<file path="src/rtl/i2cm_irq_pkg.sv">
`timescale 1ns/1ps
package i2cm_irq_pkg;
   // Event sources (sticky), positions are visible to software
   localparam int unsigned EV_ABORT    = 0;
   localparam int unsigned EV_STOP     = 1;
   localparam int unsigned EV_START    = 2;
   localparam int unsigned EV_ACTIVITY = 3;
   localparam int unsigned EV_RX_DONE  = 4;
   localparam int unsigned EV_RD_REQ   = 5;
   localparam int unsigned EV_GEN_CALL = 6;
   localparam int unsigned EV_RX_UNDER = 7;
   localparam int unsigned EV_RX_OVER  = 8;
   localparam int unsigned EV_TX_OVER  = 9;
   localparam int unsigned NUM_EVT     = 10;
   // Level sources follow FIFO comparisons
   localparam int unsigned LV_TX_EMPTY = NUM_EVT;
   localparam int unsigned LV_RX_FULL  = NUM_EVT + 1;
   localparam int unsigned NUM_SRC     = NUM_EVT + 2;

   typedef logic [NUM_EVT-1:0] evt_vec_t;
   typedef logic [NUM_SRC-1:0] src_vec_t;

   typedef enum logic {
      CMP_AT_OR_BELOW = 1'b0,
      CMP_ABOVE       = 1'b1
   } lvl_cmp_e;
endpackage

</file>
<file path="src/rtl/i2cm_irq_sticky.sv">
`timescale 1ns/1ps
module i2cm_irq_sticky (
   input  logic clk,
   input  logic rst_n,
   input  logic set_i,
   input  logic clr_i,
   output logic q_o
);
   // A set in the same cycle as a clear keeps the bit set
   always_ff @(posedge clk or negedge rst_n) begin
      if (!rst_n)     q_o <= 1'b0;
      else if (set_i) q_o <= 1'b1;
      else if (clr_i) q_o <= 1'b0;
   end
endmodule

</file>
<file path="src/rtl/i2cm_irq_level.sv">
`timescale 1ns/1ps
module i2cm_irq_level
   import i2cm_irq_pkg::*;
#(
   parameter int unsigned LVL_W = 5,
   parameter lvl_cmp_e    MODE  = CMP_AT_OR_BELOW
) (
   input  logic [LVL_W-1:0] level_i,
   input  logic [LVL_W-1:0] thresh_i,
   output logic             hit_o
);
   generate
      if (MODE == CMP_ABOVE) begin : g_above
         assign hit_o = (level_i > thresh_i);
      end else begin : g_below
         assign hit_o = (level_i <= thresh_i);
      end
   endgenerate
endmodule

</file>
<file path="src/rtl/i2cm_irq_cause.sv">
`timescale 1ns/1ps
module i2cm_irq_cause #(
   parameter int unsigned CAUSE_W = 8
) (
   input  logic               clk,
   input  logic               rst_n,
   input  logic               capture_i,
   input  logic               release_i,
   input  logic [CAUSE_W-1:0] why_i,
   output logic [CAUSE_W-1:0] cause_o
);
   logic [CAUSE_W-1:0] base;

   // A release in the capture cycle drops old reasons, keeps the new one
   assign base = release_i ? '0 : cause_o;

   always_ff @(posedge clk or negedge rst_n) begin
      if (!rst_n)         cause_o <= '0;
      else if (capture_i) cause_o <= base | why_i;
      else if (release_i) cause_o <= '0;
   end
endmodule

</file>
<file path="src/rtl/i2cm_irq_ctrl.sv">
`timescale 1ns/1ps
module i2cm_irq_ctrl
   import i2cm_irq_pkg::*;
#(
   parameter int unsigned        LVL_W      = 5,
   parameter int unsigned        CAUSE_W    = 8,
   parameter logic [NUM_SRC-1:0] MASK_RESET = '0,
   parameter bit                 IRQ_REG    = 1'b0
) (
   input  logic               clk,
   input  logic               rst_n,
   input  logic               ctrl_en,
   input  logic [NUM_EVT-1:0] evt_pulse,
   input  logic [CAUSE_W-1:0] abort_why,
   input  logic [LVL_W-1:0]   txf_level,
   input  logic [LVL_W-1:0]   txf_thresh,
   input  logic [LVL_W-1:0]   rxf_level,
   input  logic [LVL_W-1:0]   rxf_thresh,
   input  logic               mask_we,
   input  logic [NUM_SRC-1:0] mask_wdata,
   input  logic [NUM_EVT-1:0] rd_clr,
   input  logic               rd_clr_all,
   output logic [NUM_SRC-1:0] raw_stat,
   output logic [NUM_SRC-1:0] mask_q,
   output logic [NUM_SRC-1:0] masked_stat,
   output logic [CAUSE_W-1:0] abort_cause,
   output logic               irq
);
   // Elaboration-time parameter checks
   generate
      if (LVL_W < 1 || LVL_W > 16) begin : g_bad_lvl
         $error("i2cm_irq_ctrl: LVL_W must be within 1..16");
      end
      if (CAUSE_W < 1 || CAUSE_W > 32) begin : g_bad_cause
         $error("i2cm_irq_ctrl: CAUSE_W must be within 1..32");
      end
   endgenerate

   evt_vec_t clr_eff;
   evt_vec_t evt_q;
   logic     tx_hit;
   logic     rx_hit;
   logic     any_pending;

   assign clr_eff = rd_clr | {NUM_EVT{rd_clr_all}};

   // Sticky event bits
   generate
      for (genvar i = 0; i < NUM_EVT; i++) begin : g_evt
         i2cm_irq_sticky u_bit (
            .clk   (clk),
            .rst_n (rst_n),
            .set_i (evt_pulse[i]),
            .clr_i (clr_eff[i]),
            .q_o   (evt_q[i])
         );
      end
   endgenerate

   // Level sources
   i2cm_irq_level #(.LVL_W(LVL_W), .MODE(CMP_AT_OR_BELOW)) u_tx_lvl (
      .level_i  (txf_level),
      .thresh_i (txf_thresh),
      .hit_o    (tx_hit)
   );

   i2cm_irq_level #(.LVL_W(LVL_W), .MODE(CMP_ABOVE)) u_rx_lvl (
      .level_i  (rxf_level),
      .thresh_i (rxf_thresh),
      .hit_o    (rx_hit)
   );

   // Abort reason held alongside the abort bit
   i2cm_irq_cause #(.CAUSE_W(CAUSE_W)) u_cause (
      .clk       (clk),
      .rst_n     (rst_n),
      .capture_i (evt_pulse[EV_ABORT]),
      .release_i (clr_eff[EV_ABORT]),
      .why_i     (abort_why),
      .cause_o   (abort_cause)
   );

   // Mask register
   always_ff @(posedge clk or negedge rst_n) begin
      if (!rst_n)       mask_q <= MASK_RESET;
      else if (mask_we) mask_q <= mask_wdata;
   end

   always_comb begin
      raw_stat               = '0;
      raw_stat[NUM_EVT-1:0]  = evt_q;
      raw_stat[LV_TX_EMPTY]  = tx_hit;
      raw_stat[LV_RX_FULL]   = rx_hit;
   end

   assign masked_stat = raw_stat & mask_q;
   assign any_pending = |masked_stat;

   // Output variant
   generate
      if (IRQ_REG) begin : g_irq_ff
         always_ff @(posedge clk or negedge rst_n) begin
            if (!rst_n) irq <= 1'b0;
            else        irq <= ctrl_en & any_pending;
         end
      end else begin : g_irq_comb
         assign irq = ctrl_en & any_pending;
      end
   endgenerate
endmodule

</file>
<file path="config.mk">
export PLATFORM = sky130hd
export DESIGN_NAME = i2cm_irq_ctrl
export DESIGN_NICKNAME = d
export VERILOG_FILES = /design/src/rtl/i2cm_irq_pkg.sv /design/src/rtl/i2cm_irq_sticky.sv /design/src/rtl/i2cm_irq_level.sv /design/src/rtl/i2cm_irq_cause.sv /design/src/rtl/i2cm_irq_ctrl.sv
export SDC_FILE = /design/constraint.sdc
export NUM_CORES = 1
export LEC_CHECK = 0
export BUFFER_PORTS_ARGS = -buffer_cell sky130_fd_sc_hd__buf_4
export CAP_MARGIN = 20
export CORE_MARGIN = 4
export CORE_UTILIZATION = 41
export DETAILED_ROUTE_END_ITERATION = 6
export PLACE_DENSITY = 0.78
export SLEW_MARGIN = 20
export SYNTH_ARGS = -nofsm -noshare
export SYNTH_HDL_FRONTEND = slang
export SYNTH_SLANG_ARGS = --single-unit
</file>
<file path="constraint.sdc">
create_clock -name clk -period 3.3 [get_ports clk]
set_clock_uncertainty 0.2 [all_clocks]
set_input_delay 0.825 -clock clk [delete_from_list [all_inputs] [get_ports clk]]
set_output_delay 0.825 -clock clk [all_outputs]
set_load 0.005 [all_outputs]
</file>
==> results of run 1 <==
[cells in the final DEF, fill, tap and decap left out, types with 2 or more instances in the layout]
cell,instances
sky130_fd_sc_hd__a21oi_1,3
sky130_fd_sc_hd__o22ai_1,3
sky130_fd_sc_hd__nor2_1,11
sky130_fd_sc_hd__inv_1,12
sky130_fd_sc_hd__nand4_1,2
sky130_fd_sc_hd__clkbuf_8,6
sky130_fd_sc_hd__ha_1,10
sky130_fd_sc_hd__buf_4,116
sky130_fd_sc_hd__nand2_1,3
sky130_fd_sc_hd__a22o_1,10
sky130_fd_sc_hd__dfrtp_1,30
sky130_fd_sc_hd__a21o_1,10
sky130_fd_sc_hd__mux2_2,12
sky130_fd_sc_hd__and2_1,8
[state kept, by name, indices dropped and copies added (netlist names)]
signal	count
u_cause.cause_o	8
g_evt.u_bit.q_o	10
mask_q	12
[through the flow]
step	std cells	worst slack (ns)	hold WS, ns	util (%)
after floorplan	140	0.356	0.265	-
after global placement	282	0.113	0.286	63.6
after detailed placement	282	0.0879	0.287	63.6
after CTS	296	0.00179	0.269	67.3
after global routing	297	0.0101	0.278	67.6
final	297	0.0987	0.268	67.6
[path summary, 6_finish.rpt]
kind | from | to | slack [ns] | cells past startpoint
max | rxf_thresh[2] | irq | 0.1 | 8
min | rst_n | g_evt[4].u_bit.q_o$_DFFE_PN0P_ | 0.27 | 1
max reg2reg | g_evt[9].u_bit.q_o$_DFFE_PN0P_ | g_evt[9].u_bit.q_o$_DFFE_PN0P_ | 2.20 | 3
min reg2reg | g_evt[5].u_bit.q_o$_DFFE_PN0P_ | g_evt[5].u_bit.q_o$_DFFE_PN0P_ | 0.29 | 1
max in group asynchronous | rst_n | g_evt[5].u_bit.q_o$_DFFE_PN0P_ | 2.36 | 1
min in group clk | g_evt[5].u_bit.q_o$_DFFE_PN0P_ | g_evt[5].u_bit.q_o$_DFFE_PN0P_ | 0.29 | 1
[critical path, stage by stage]
cell,delay (ns)
sky130_fd_sc_hd__buf_4,0.10
sky130_fd_sc_hd__inv_1,0.07
sky130_fd_sc_hd__ha_1,0.24
sky130_fd_sc_hd__nand4_1,0.14
sky130_fd_sc_hd__o22ai_1,0.12
sky130_fd_sc_hd__o221a_2,0.27
sky130_fd_sc_hd__o31a_1,0.27
sky130_fd_sc_hd__buf_4,0.13
[power by group through the flow]
stage               Combinational (W)  Clock, W  Sequential (W)
detailed placement           0.000241         0        0.000429
global placement             0.000237         0        0.000428
finish                       0.000251  0.000293        0.000420
CTS                          0.000252  0.000306        0.000420
global route                 0.000277  0.000323        0.000424
floorplan                   0.0000997         0        0.000425
[cell usage after synthesis]
library cell | n | area (um^2)
sky130_fd_sc_hd__a21o_1 | 10 | 75.1
sky130_fd_sc_hd__a21o_2 | 1 | 8.76
sky130_fd_sc_hd__a21oi_1 | 3 | 15.0
sky130_fd_sc_hd__a22o_1 | 10 | 87.6
sky130_fd_sc_hd__and2_0 | 1 | 6.26
sky130_fd_sc_hd__and2_1 | 8 | 50.1
sky130_fd_sc_hd__and2_2 | 1 | 7.51
sky130_fd_sc_hd__buf_1 | 2 | 7.51
sky130_fd_sc_hd__buf_4 | 12 | 90.1
sky130_fd_sc_hd__clkbuf_1 | 1 | 3.75
sky130_fd_sc_hd__dfrtp_1 | 30 | 751
sky130_fd_sc_hd__ha_1 | 10 | 125
sky130_fd_sc_hd__inv_1 | 12 | 45.0
sky130_fd_sc_hd__mux2_2 | 12 | 135
sky130_fd_sc_hd__nand2_1 | 3 | 11.3
sky130_fd_sc_hd__nand4_1 | 2 | 12.5
sky130_fd_sc_hd__nor2_1 | 11 | 41.3
sky130_fd_sc_hd__o21ai_0 | 1 | 5.00
sky130_fd_sc_hd__o21ai_1 | 1 | 5.00
sky130_fd_sc_hd__o221a_2 | 1 | 11.3
sky130_fd_sc_hd__o22a_1 | 1 | 8.76
sky130_fd_sc_hd__o22ai_1 | 3 | 18.8
sky130_fd_sc_hd__o31a_1 | 1 | 8.76
sky130_fd_sc_hd__or2_2 | 1 | 6.26
sky130_fd_sc_hd__or4_1 | 2 | 15.0
[area by class of cell]
| class | count | area [um^2] |
|---|---|---|
| clock buffer | 7 | 86.3 |
| clock inverter | 1 | 5.00 |
| fill | 315 | 1180 |
| inverter | 12 | 45.0 |
| multi-input combinational | 83 | 658 |
| sequential | 30 | 751 |
| tap | 48 | 60.1 |
| timing repair buffer | 116 | 871 |
[what timing repair did]
item | in CTS | in global routing
pin swaps | 0 | 2
hold buffers | 0 | 0
gates resized for setup | 0 | 1
buffers inserted | 6 | 1
endpoints found under the setup margin | 1 | 1
[cells by family after synthesis]
family	after synthesis
flops	30
mux	12
fa+ha+maj	10
compound gates	32
simple gates	29
buf+inv	27
[layer usage]
metal	track usage, %	vias to the layer above	part of all wire (%)
met5	0	-	0
met1	20.8	629	41
li1	-	694	-
met4	6.51	0	1.8
met2	26.1	85	43
met3	9.71	8	13
==> impl_summary.txt, run 1 <==
----------------------------------------------------
[Outcome]
  Status ... finished, final reports clean

[Floorplan]
  Initial core utilization ... 42.4%
  Die H ... 69.5 um
  Ports placed on the boundary ... 110
  Core outline area ... 0.00366 mm^2
  Horizontal extent of the die ... 69.5 um
  Overall die area ... a little under 0.005 mm^2
  # rows ... 22

[Timing]
  Fmax achieved ... 0.312 GHz
  Total Negative Setup Slacks ... 0 ns
  Setup repair after global routing missed its margin ... false
  Worst Tran Pin Value ... 0.566 ns
  Worst-case headroom to the max-slew limit ... 62.1%
  Clock period minus worst slack ... 3.20 ns
  Fin crit share ... 97.0%
  Slew Limit Fails ... 0
  Count of final setup violators ... 0
  Final hold viol count ... 0

[Synth]
  Combinational family with the most area after synthesis ... compound AO/OA/AOI/OAI gates
  Multiplexer share of the synthesized area ... about 8.7%
  Simple logic cell fraction of the synthesized area ... 9.68%
  XOR/XNOR Fraction of Synth Area ... 0%
  Mean area per synthesized cell ... 11.1 um^2
  Fraction of the mapped netlist area in compound gates ... around 16%
  Seq cells post-synth ... 30
  Synthesized net count ... 215
  Proportion of synthesized chip area in sequential cells ... 48.4%
  Total number of yosys warnings ... 0
  Combined area of all synthesized cells ... 0.00155 mm^2
  Number of distinct standard cells referenced by the synthesized netlist ... 25
  Area share of fa/ha/maj cells after synthesis ... 8.06%
  Synthesized netlist cell count ... 140

[Final layout]
  Antenna cell count ... 0
  Non-Filler Cell Area, Final ... 0.00248 mm^2
  Final net count ... around 320
  Syn-to-layout area delta ... 59.6%
  Layout cells sized above 1 ... 56.2%

[Route]
  Number of iterations in the first detailed-routing pass ... 4
  DRC violations left ... 0
  Average vias per placed instance ... 4.77
  Detailed Route WL ... 4130 um
  Count of vias placed by the detailed router ... 1416
  Number of routed nets with antenna violations ... 0
  Average detailed-routed wire length per instance ... around 14 um
  DRC violation total after the first TritonRoute iteration ... 10

[Critical path]
  Maximum fanout along the worst path ... 3
  CP Data Required Time ... 2.27 ns
  Kind of start point of the critical path ... input pin
  Worst Path Class, Setup ... input pin to output port
  Data arrival, critical path ... 2.18 ns
  Endpoint kind of the worst setup timing path ... output port

[Placed design]
  Total cell area at the placement stage ... between 0.002 and 0.0025 mm^2
  Routability congestion estimate from global placement ... between 0.8 and 0.9
  Placed wire-length estimate after detailed placement ... approximately 3300 um
  Port Buffers ... 109

[Flow run]
  Max-Cap Viols ... 0

[Clock network]
  Master cell of the clock root buffer ... sky130_fd_sc_hd__clkbuf_8
  Num CTS Buffers ... 5
  Skew-Pair Late Insertion Delay ... between 0.2 and 0.3 ns
  Clock Path Buffers ... 2
  Clock net sink count ... 30
  TritonCTS clock tree ... built
  Clock slew at reported path FFs ... 0.06 ns
  CTS H-Tree Depth ... 2

[Pwr]
  Leakage power ... between 1 and 1.5 nW
  Post-route total power ... 0.000964 W
  Maximum ir drop on the vdd rail ... 322 uV
  Part of the total power dissipated in sequential elements ... 43.5%
  Internal power ... 0.000728 W
  Fraction of power consumed by combinational cells ... 26.0%
  Switching part of the total ... 24.5%
  Sw Pwr ... 0.000236 W
  Clock network fraction of total power ... a little under a third
  P per Cell Area ... ~390 mW/mm^2

[GRT]
  Total congestion overflow ... 0
  Number of antenna violations at the first check in global routing ... 0
  Via count of the first global-routing pass ... 1455
  Combined global-route utilization of all metal layers ... 17.4%
  Maximum number of pins on one net before global-route repair ... 31
  Global-route wire length before repair ... roughly 6500 um

[Worst hold path]
  Worst hold path type ... input pin to asynchronous set/reset pin

----------------------------------------------------
Note: power is estimated with default switching activity, not from simulation.
==> inputs of run 2 (changes only) <==
Settings changed: CAP_MARGIN 20 to 40, CORE_UTILIZATION 41 to 44, PLACE_DENSITY 0.78 to 0.83.
Clock period 3.3 ns to 4.1 ns, I/O delays scaled along.
==> impl_summary.txt, run 2 (same netlist as run 1, synthesis figures left out) <==
----------------------------------------------------
[Outcome]
  Status ... finished, final reports clean (unchanged)

[Floorplan]
  Horizontal extent of the die ... 67.4 um (was 69.5 um)
  Die H ... 67.4 um (was 69.5 um)
  Ports placed on the boundary ... 110 (unchanged)
  Overall die area ... 0.00454 mm^2 (was 0.00483 mm^2)
  Initial core utilization ... 46.1% (was 42.4%)
  # rows ... 21 (was 22)
  Core outline area ... 0.00336 mm^2 (was 0.00366 mm^2)

[Critical path]
  Endpoint kind of the worst setup timing path ... output port (unchanged)
  Worst Path Class, Setup ... input pin to output port (unchanged)
  Worst setup path startpoint ... rxf_level[4] (was rxf_thresh[2])
  Origin of the critical flop-to-flop path ... mask_q[4]$_DFFE_PN0P_ (was g_evt[9].u_bit.q_o$_DFFE_PN0P_)
  Maximum fanout along the worst path ... 3 (unchanged)
  CP Data Required Time ... 2.87 ns (was 2.27 ns)
  Worst reg-to-reg path cell count ... 1 (was 3)
  Kind of start point of the critical path ... input pin (unchanged)
  Data arrival, critical path ... 2.38 ns (was 2.18 ns)

[Timing]
  Worst Tran Pin Value ... 0.552 ns (was 0.566 ns)
  Clock period minus worst slack ... 3.61 ns
  Fmax achieved ... 0.277 GHz
  Worst-case headroom to the max-slew limit ... 63.1% (was 62.1%)
  Total Negative Setup Slacks ... 0 ns (unchanged)
  Setup repair after global routing missed its margin ... false (unchanged)
  Slew Limit Fails ... 0 (unchanged)
  Final hold viol count ... 0 (unchanged)
  Worst hold slack across all endpoints ... 0.297 ns (was 0.268 ns)
  Count of final setup violators ... 0 (unchanged)
  Fin crit share ... 88.0%
  Setup ws final ... 0.491 ns (was 0.0987 ns)

[Final layout]
  Biggest regs ... mask_q (12), g_evt.u_bit.q_o (10), u_cause.cause_o (8) (unchanged)
  Commonest non-fill, non-tap cell in the layout ... sky130_fd_sc_hd__buf_4 (unchanged)
  Final net count ... 316 (was 323)
  Syn-to-layout area delta ... 53.0% (was 59.6%)
  Antenna cell count ... 0 (unchanged)
  Register bank with the most flops ... mask_q (unchanged)
  Non-Filler Cell Area, Final ... 0.00237 mm^2 (was 0.00248 mm^2)
  Number of flip-flops in the largest register ... 12 (unchanged)
  Layout cells sized above 1 ... 54.8% (was 56.2%)
  Highest-count cells in the layout ignoring fill and taps ... sky130_fd_sc_hd__buf_4, sky130_fd_sc_hd__dfrtp_1, sky130_fd_sc_hd__inv_1, sky130_fd_sc_hd__mux2_2, sky130_fd_sc_hd__nor2_1 (unchanged)

[GRT]
  Global-route wire length before repair ... 6350 um (was 6530 um)
  Maximum number of pins on one net before global-route repair ... 31 (unchanged)
  Via count of the first global-routing pass ... 1394 (was 1455)
  Combined global-route utilization of all metal layers ... 19.1% (was 17.4%)
  Total congestion overflow ... 0 (unchanged)
  Number of antenna violations at the first check in global routing ... 0 (unchanged)

[Clock network]
  Clock slew at reported path FFs ... 0.09 ns (was 0.06 ns)
  Clock Path Buffers ... 2 (unchanged)
  TritonCTS clock tree ... built (unchanged)
  Hold-fix buffer count after cts ... 0 (unchanged)
  CTS H-Tree Depth ... 2 (unchanged)
  Clock net sink count ... 30 (unchanged)
  Number of instances resized during post-cts repair ... 0 (unchanged)
  Skew-Pair Late Insertion Delay ... 0.32 ns (was 0.27 ns)
  Master cell of the clock root buffer ... sky130_fd_sc_hd__clkbuf_4 (was sky130_fd_sc_hd__clkbuf_8)
  Number of setup buffers added after CTS ... 0 (was 6)
  Num CTS Buffers ... 5 (unchanged)

[Route]
  Highest metal layer with signal wires ... met4 (unchanged)
  Detailed Route WL ... 4070 um (was 4130 um)
  Average vias per placed instance ... 4.80 (was 4.77)
  Post-route met1 wirelength ... 1500 um (was 1710 um)
  Average detailed-routed wire length per instance ... 14.2 um (was 13.9 um)
  DRC violation total after the first TritonRoute iteration ... 30 (was 10)
  Count of vias placed by the detailed router ... 1378 (was 1416)
  Number of iterations in the first detailed-routing pass ... 4 (unchanged)
  DRC violations left ... 0 (unchanged)
  Metal2 WL ... 2000 um (was 1790 um)
  Met3 layer wire length in the routed design ... 511 um (was 556 um)
  Number of routed nets with antenna violations ... 0 (unchanged)

[Pwr]
  P per Cell Area ... 290 mW/mm^2 (was 389 mW/mm^2)
  Maximum ir drop on the vdd rail ... 186 uV (was 322 uV)
  Leakage power ... 1.29 nW (was 1.34 nW)
  Fraction of power consumed by combinational cells ... 27.7% (was 26.0%)
  Switching part of the total ... 26.6% (was 24.5%)
  Part of the total power dissipated in sequential elements ... 49.2% (was 43.5%)
  Clock network fraction of total power ... 23.0% (was 30.4%)
  Internal power ... 0.000505 W (was 0.000728 W)
  Sw Pwr ... 0.000183 W (was 0.000236 W)

[Placed design]
  Routability congestion estimate from global placement ... 0.738 (was 0.817)
  Total cell area at the placement stage ... 0.00233 mm^2 (about the same)
  Placed wire-length estimate after detailed placement ... 3380 um (was 3310 um)
  Post-placement worst setup slack ... 0.486 ns (was 0.0879 ns)
  Port Buffers ... 109 (unchanged)

[Flow run]
  Max-Cap Viols ... 0 (unchanged)

[Worst hold path]
  Worst hold path type ... flip-flop to flip-flop (was input pin to asynchronous set/reset pin)
  Hold Path Cell Cnt ... 1
  Launch point of the worst hold path ... g_evt[9].u_bit.q_o$_DFFE_PN0P_

----------------------------------------------------
==> run 2: path summary, 6_finish.rpt <==
path	end	slack [ns]
max	irq	0.49
max in group asynchronous	g_evt[1].u_bit.q_o$_DFFE_PN0P_	3.01
min in group asynchronous	g_evt[2].u_bit.q_o$_DFFE_PN0P_	0.41
min reg2reg	g_evt[9].u_bit.q_o$_DFFE_PN0P_	0.30
max reg2reg	mask_q[4]$_DFFE_PN0P_	3.10
min	g_evt[9].u_bit.q_o$_DFFE_PN0P_	0.30
==> run 2: layout make-up <==
class,count,area (um^2)
fillers,283,990
repair buffers,109,818
flip-flops and latches,30,751
multi-input cells,83,654
well taps,46,57.6
inverters,12,45.0
clock buffers,5,37.5
clock inverters,2,10.0
==> run 2: layer usage <==
layer	up-vias	global-route usage (%)
met5	-	0
met1	612	20.6
li1	681	-
met3	7	7.65
met4	0	6.08
met2	78	34.0
==> run 2: power groups by stage <==
stage / combinational (W) / clock (W) / sequential, W
2_1_floorplan: 0.0000802 / 0 / 0.000342
6_report: 0.000191 / 0.000158 / 0.000339
3_5_place_dp: 0.000195 / 0 / 0.000345
4_1_cts: 0.000194 / 0.000163 / 0.000339
5_1_grt: 0.000212 / 0.000181 / 0.000343
3_3_place_gp: 0.000190 / 0 / 0.000344
==> run 2: critical path: stages <==
cell                      delay, ns
sky130_fd_sc_hd__buf_4         0.11
sky130_fd_sc_hd__ha_1          0.32
sky130_fd_sc_hd__nand4_1       0.15
sky130_fd_sc_hd__o22ai_1       0.11
sky130_fd_sc_hd__o221a_2       0.27
sky130_fd_sc_hd__o31a_1        0.27
sky130_fd_sc_hd__buf_4         0.13
==> run 2: through the flow <==
step / total power [W] / instances / util (%)
detailed placement: 0.000539 / 280 / 69.2
CTS: 0.000697 / 287 / 70.6
finish: 0.000688 / 287 / 70.6
floorplan: 0.000422 / 140 / -
global route: 0.000736 / 287 / 70.6
global placement: 0.000534 / 280 / 69.2
==> inputs of run 3 (changes only) <==
Settings changed: ABC_AREA from default to 1, CORE_UTILIZATION 44 to 45, HOLD_SLACK_MARGIN from default to 0.06, PLACE_DENSITY 0.83 to 0.84.
==> impl_summary.txt, run 3 <==
----------------------------------------------------
[Flow run]
  Max-Cap Viols ... 0 (unchanged)

[Critical path]
  CP Data Required Time ... 2.87 ns (about the same)
  Register-to-register setup slack ... 3.11 ns (was 3.10 ns)
  Worst Path Class, Setup ... input pin to output port (unchanged)
  Data arrival, critical path ... 2.15 ns (was 2.38 ns)
  Highest-delay cell along the critical path ... sky130_fd_sc_hd__ha_1 (unchanged)
  Origin of the critical flop-to-flop path ... mask_q[1]$_DFFE_PN0P_ (was mask_q[4]$_DFFE_PN0P_)
  Kind of start point of the critical path ... input pin (unchanged)
  Worst reg-to-reg path cell count ... 1 (unchanged)
  Cell chain of the critical path ... buf_4, ha_1, nand2_2, inv_1, nand2_1, nand3_2, a21oi_2, nor2_1, nor2_1, buf_4 (was buf_4, ha_1, nand4_1, o22ai_1, o221a_2, o31a_1, buf_4)
  Maximum fanout along the worst path ... 2 (was 3)
  Largest stage delay on the critical path ... 0.31 ns (was 0.32 ns)
  Worst setup path startpoint ... txf_level[4] (was rxf_level[4])
  Worst Setup EP ... irq (unchanged)
  Worst flop-to-flop path endpoint ... mask_q[1]$_DFFE_PN0P_ (was mask_q[4]$_DFFE_PN0P_)
  Endpoint kind of the worst setup timing path ... output port (unchanged)

[Route]
  Detailed Route WL ... 4010 um (was 4070 um)
  Count of vias placed by the detailed router ... 1458 (was 1378)
  Number of routed nets with antenna violations ... 0 (unchanged)
  DRC violations left ... 0 (unchanged)
  Average vias per placed instance ... 4.63 (was 4.80)
  Number of iterations in the first detailed-routing pass ... 3 (was 4)
  DRC violation total after the first TritonRoute iteration ... 13 (was 30)
  Average detailed-routed wire length per instance ... 12.7 um (was 14.2 um)

[Final layout]
  Fillers ... 282 (was 283)
  Number of flip-flops in the largest register ... 12 (unchanged)
  Commonest non-fill, non-tap cell in the layout ... sky130_fd_sc_hd__buf_4 (unchanged)
  Register bank with the most flops ... mask_q (unchanged)
  Highest-count cells in the layout ignoring fill and taps ... sky130_fd_sc_hd__buf_4, sky130_fd_sc_hd__inv_1, sky130_fd_sc_hd__dfrtp_1 (was sky130_fd_sc_hd__buf_4, sky130_fd_sc_hd__dfrtp_1, sky130_fd_sc_hd__inv_1, sky130_fd_sc_hd__mux2_2, sky130_fd_sc_hd__nor2_1)
  Syn-to-layout area delta ... 50.6% (was 53.0%)
  Final net count ... 345 (was 316)
  Biggest regs ... mask_q (12), g_evt.u_bit.q_o (10), u_cause.cause_o (8) (unchanged)
  Antenna cell count ... 0 (unchanged)
  Layout cells sized above 1 ... 50.6% (was 54.8%)

[Timing]
  Count of final setup violators ... 0 (unchanged)
  Worst-case headroom to the max-slew limit ... 75.3% (was 63.1%)
  Total Negative Setup Slacks ... 0 ns (unchanged)
  Clock period minus worst slack ... 3.37 ns (was 3.61 ns)
  Worst Tran Pin Value ... 0.370 ns (was 0.552 ns)
  Fmax achieved ... 0.297 GHz (was 0.277 GHz)
  Setup repair after global routing missed its margin ... false (unchanged)
  Final hold viol count ... 0 (unchanged)
  Fin crit share ... 82.2% (was 88.0%)
  Slew Limit Fails ... 0 (unchanged)

[Clock network]
  Number of setup buffers added after CTS ... 0 (unchanged)
  Num CTS Buffers ... 5 (unchanged)
  Skew-Pair Late Insertion Delay ... 0.32 ns (about the same)
  Clock net sink count ... 30 (unchanged)
  Master cell of the clock root buffer ... sky130_fd_sc_hd__clkbuf_4 (unchanged)
  CTS H-Tree Depth ... 2 (unchanged)
  TritonCTS clock tree ... built (unchanged)
  Clock Path Buffers ... 2 (unchanged)
  Hold-fix buffer count after cts ... 0 (unchanged)
  Number of instances resized during post-cts repair ... 0 (unchanged)
  Clock slew at reported path FFs ... 0.09 ns (about the same)

[Placed design]
  Routability congestion estimate from global placement ... 0.751 (was 0.738)
  Port Buffers ... 109 (unchanged)
  Placed wire-length estimate after detailed placement ... 3350 um (was 3380 um)

[GRT]
  Maximum number of pins on one net before global-route repair ... 31 (unchanged)
  Via count of the first global-routing pass ... 1380 (was 1394)
  Global-route wire length before repair ... 5980 um (was 6350 um)
  Total congestion overflow ... 0 (unchanged)
  Number of antenna violations at the first check in global routing ... 0 (unchanged)
  Combined global-route utilization of all metal layers ... 17.8% (was 19.1%)

[Outcome]
  Status ... finished, final reports clean (unchanged)

[Floorplan]
  # rows ... 21 (unchanged)
  Core outline area ... 0.00342 mm^2 (was 0.00336 mm^2)
  Overall die area ... 0.00463 mm^2 (was 0.00454 mm^2)
  Horizontal extent of the die ... 68.0 um (was 67.4 um)
  Initial core utilization ... 47.5% (was 46.1%)
  Die H ... 68.0 um (was 67.4 um)
  Ports placed on the boundary ... 110 (unchanged)

[Synth]
  Synthesized netlist cell count ... 169 (was 140)
  Post-synthesis cell type with the largest combined area ... sky130_fd_sc_hd__dfrtp_1 (unchanged)
  Number of distinct standard cells referenced by the synthesized netlist ... 20 (was 25)
  Synthesized net count ... 244 (was 215)
  Share of flip-flops with an asynchronous set or reset ... 100% (unchanged)
  Mean area per synthesized cell ... 9.60 um^2 (was 11.1 um^2)
  Number of enable-type register cells in the synthesized netlist ... 0 (unchanged)
  Most used standard cells in the synthesized netlist ... sky130_fd_sc_hd__dfrtp_1, sky130_fd_sc_hd__inv_1, sky130_fd_sc_hd__nand2_1 (was sky130_fd_sc_hd__dfrtp_1, sky130_fd_sc_hd__buf_4, sky130_fd_sc_hd__inv_1, sky130_fd_sc_hd__mux2_2, sky130_fd_sc_hd__nor2_1)
  Seq cells post-synth ... 30 (unchanged)
  Total number of yosys warnings ... 0 (unchanged)
  Largest cells by area after synthesis ... sky130_fd_sc_hd__dfrtp_1, sky130_fd_sc_hd__ha_1, sky130_fd_sc_hd__mux2_2 (was sky130_fd_sc_hd__dfrtp_1, sky130_fd_sc_hd__mux2_2, sky130_fd_sc_hd__ha_1)
  Top flip-flop cell by instance count after synthesis ... sky130_fd_sc_hd__dfrtp_1 (unchanged)
  Top-area cell type share of the netlist area ... 46.3% (was 48.4%)
  Combined area of all synthesized cells ... 0.00162 mm^2 (was 0.00155 mm^2)
  Proportion of synthesized chip area in sequential cells ... 46.3% (was 48.4%)

[Pwr]
  Maximum ir drop on the vdd rail ... 174 uV (was 186 uV)
  P per Cell Area ... 288 mW/mm^2 (was 290 mW/mm^2)
  Leakage power ... 1.44 nW (was 1.29 nW)
  Post-route total power ... 0.000704 W (was 0.000688 W)

[Worst hold path]
  Worst hold path type ... flip-flop to flip-flop (unchanged)

----------------------------------------------------
[run 3: logic make-up after synthesis]
| family | share of synthesized area (%) |
|---|---|
| AND/OR/NAND/NOR | 14.4 |
| AO/OA/AOI/OAI | 10.4 |
| adder cells (fa/ha/maj) | 7.72 |
| flip-flops | 46.3 |
| buffers and inverters | 13.5 |
| multiplexers | 7.64 |
[run 3: final cells by class]
cell class | count | area (um^2) | share of cell area (%)
clock buffers | 6 | 51.3 | 2.10
well taps | 46 | 57.6 | 2.36
repair buffers | 109 | 818 | 33.5
multi-input cells | 94 | 652 | 26.7
inverters | 30 | 113 | 4.61
flip-flops and latches | 30 | 751 | 30.7
[run 3: where the power goes]
group | internal (W) | switching, W
clock | 0.0000771 | 0.0000944
sequential | 0.000320 | 0.0000178
combinational | 0.000120 | 0.0000754
[run 3: worst min path at each step]
| stage | start | to | slack [ns] | cells after the start |
|---|---|---|---|---|
| CTS | u_cause.cause_o[7]$_DFF_PN0_ | u_cause.cause_o[7]$_DFF_PN0_ | 0.31 | 1 |
| finish | g_evt[2].u_bit.q_o$_DFFE_PN0P_ | g_evt[2].u_bit.q_o$_DFFE_PN0P_ | 0.31 | 1 |
| global placement | u_cause.cause_o[6]$_DFF_PN0_ | u_cause.cause_o[6]$_DFF_PN0_ | 0.29 | 1 |
| floorplan | g_evt[1].u_bit.q_o$_DFFE_PN0P_ | g_evt[1].u_bit.q_o$_DFFE_PN0P_ | 0.28 | 1 |
| global route | u_cause.cause_o[5]$_DFF_PN0_ | u_cause.cause_o[5]$_DFF_PN0_ | 0.33 | 1 |
| detailed placement | u_cause.cause_o[5]$_DFF_PN0_ | u_cause.cause_o[5]$_DFF_PN0_ | 0.29 | 1 |
[run 3: metrics by stage]
stage	instance area, um^2	hold WS [ns]	setup slack [ns]	util, %	cells
after floorplan	1620	0.276	0.956	-	169
after global placement	2390	0.287	0.764	70.0	309
after detailed placement	2390	0.286	0.715	70.0	309
after CTS	2440	0.314	0.717	71.5	315
after global routing	2440	0.328	0.622	71.5	315
final	2440	0.311	0.729	71.5	315
[run 3: per-layer routing]
metal | part of all wire (%) | track usage [%] | vias to the layer above
li1 | - | - | 724
met1 | 36 | 18.8 | 652
met2 | 48 | 30.0 | 74
met3 | 14 | 9.52 | 8
met4 | 1.2 | 5.96 | 0
met5 | 0 | 0 | -
[run 3: critical path, delay by kind of cell]
kind,cells,cell delay (ns)
compound gates,1,0.14
fa+ha+maj,1,0.31
simple gates,5,0.41
buf+inv,3,0.27
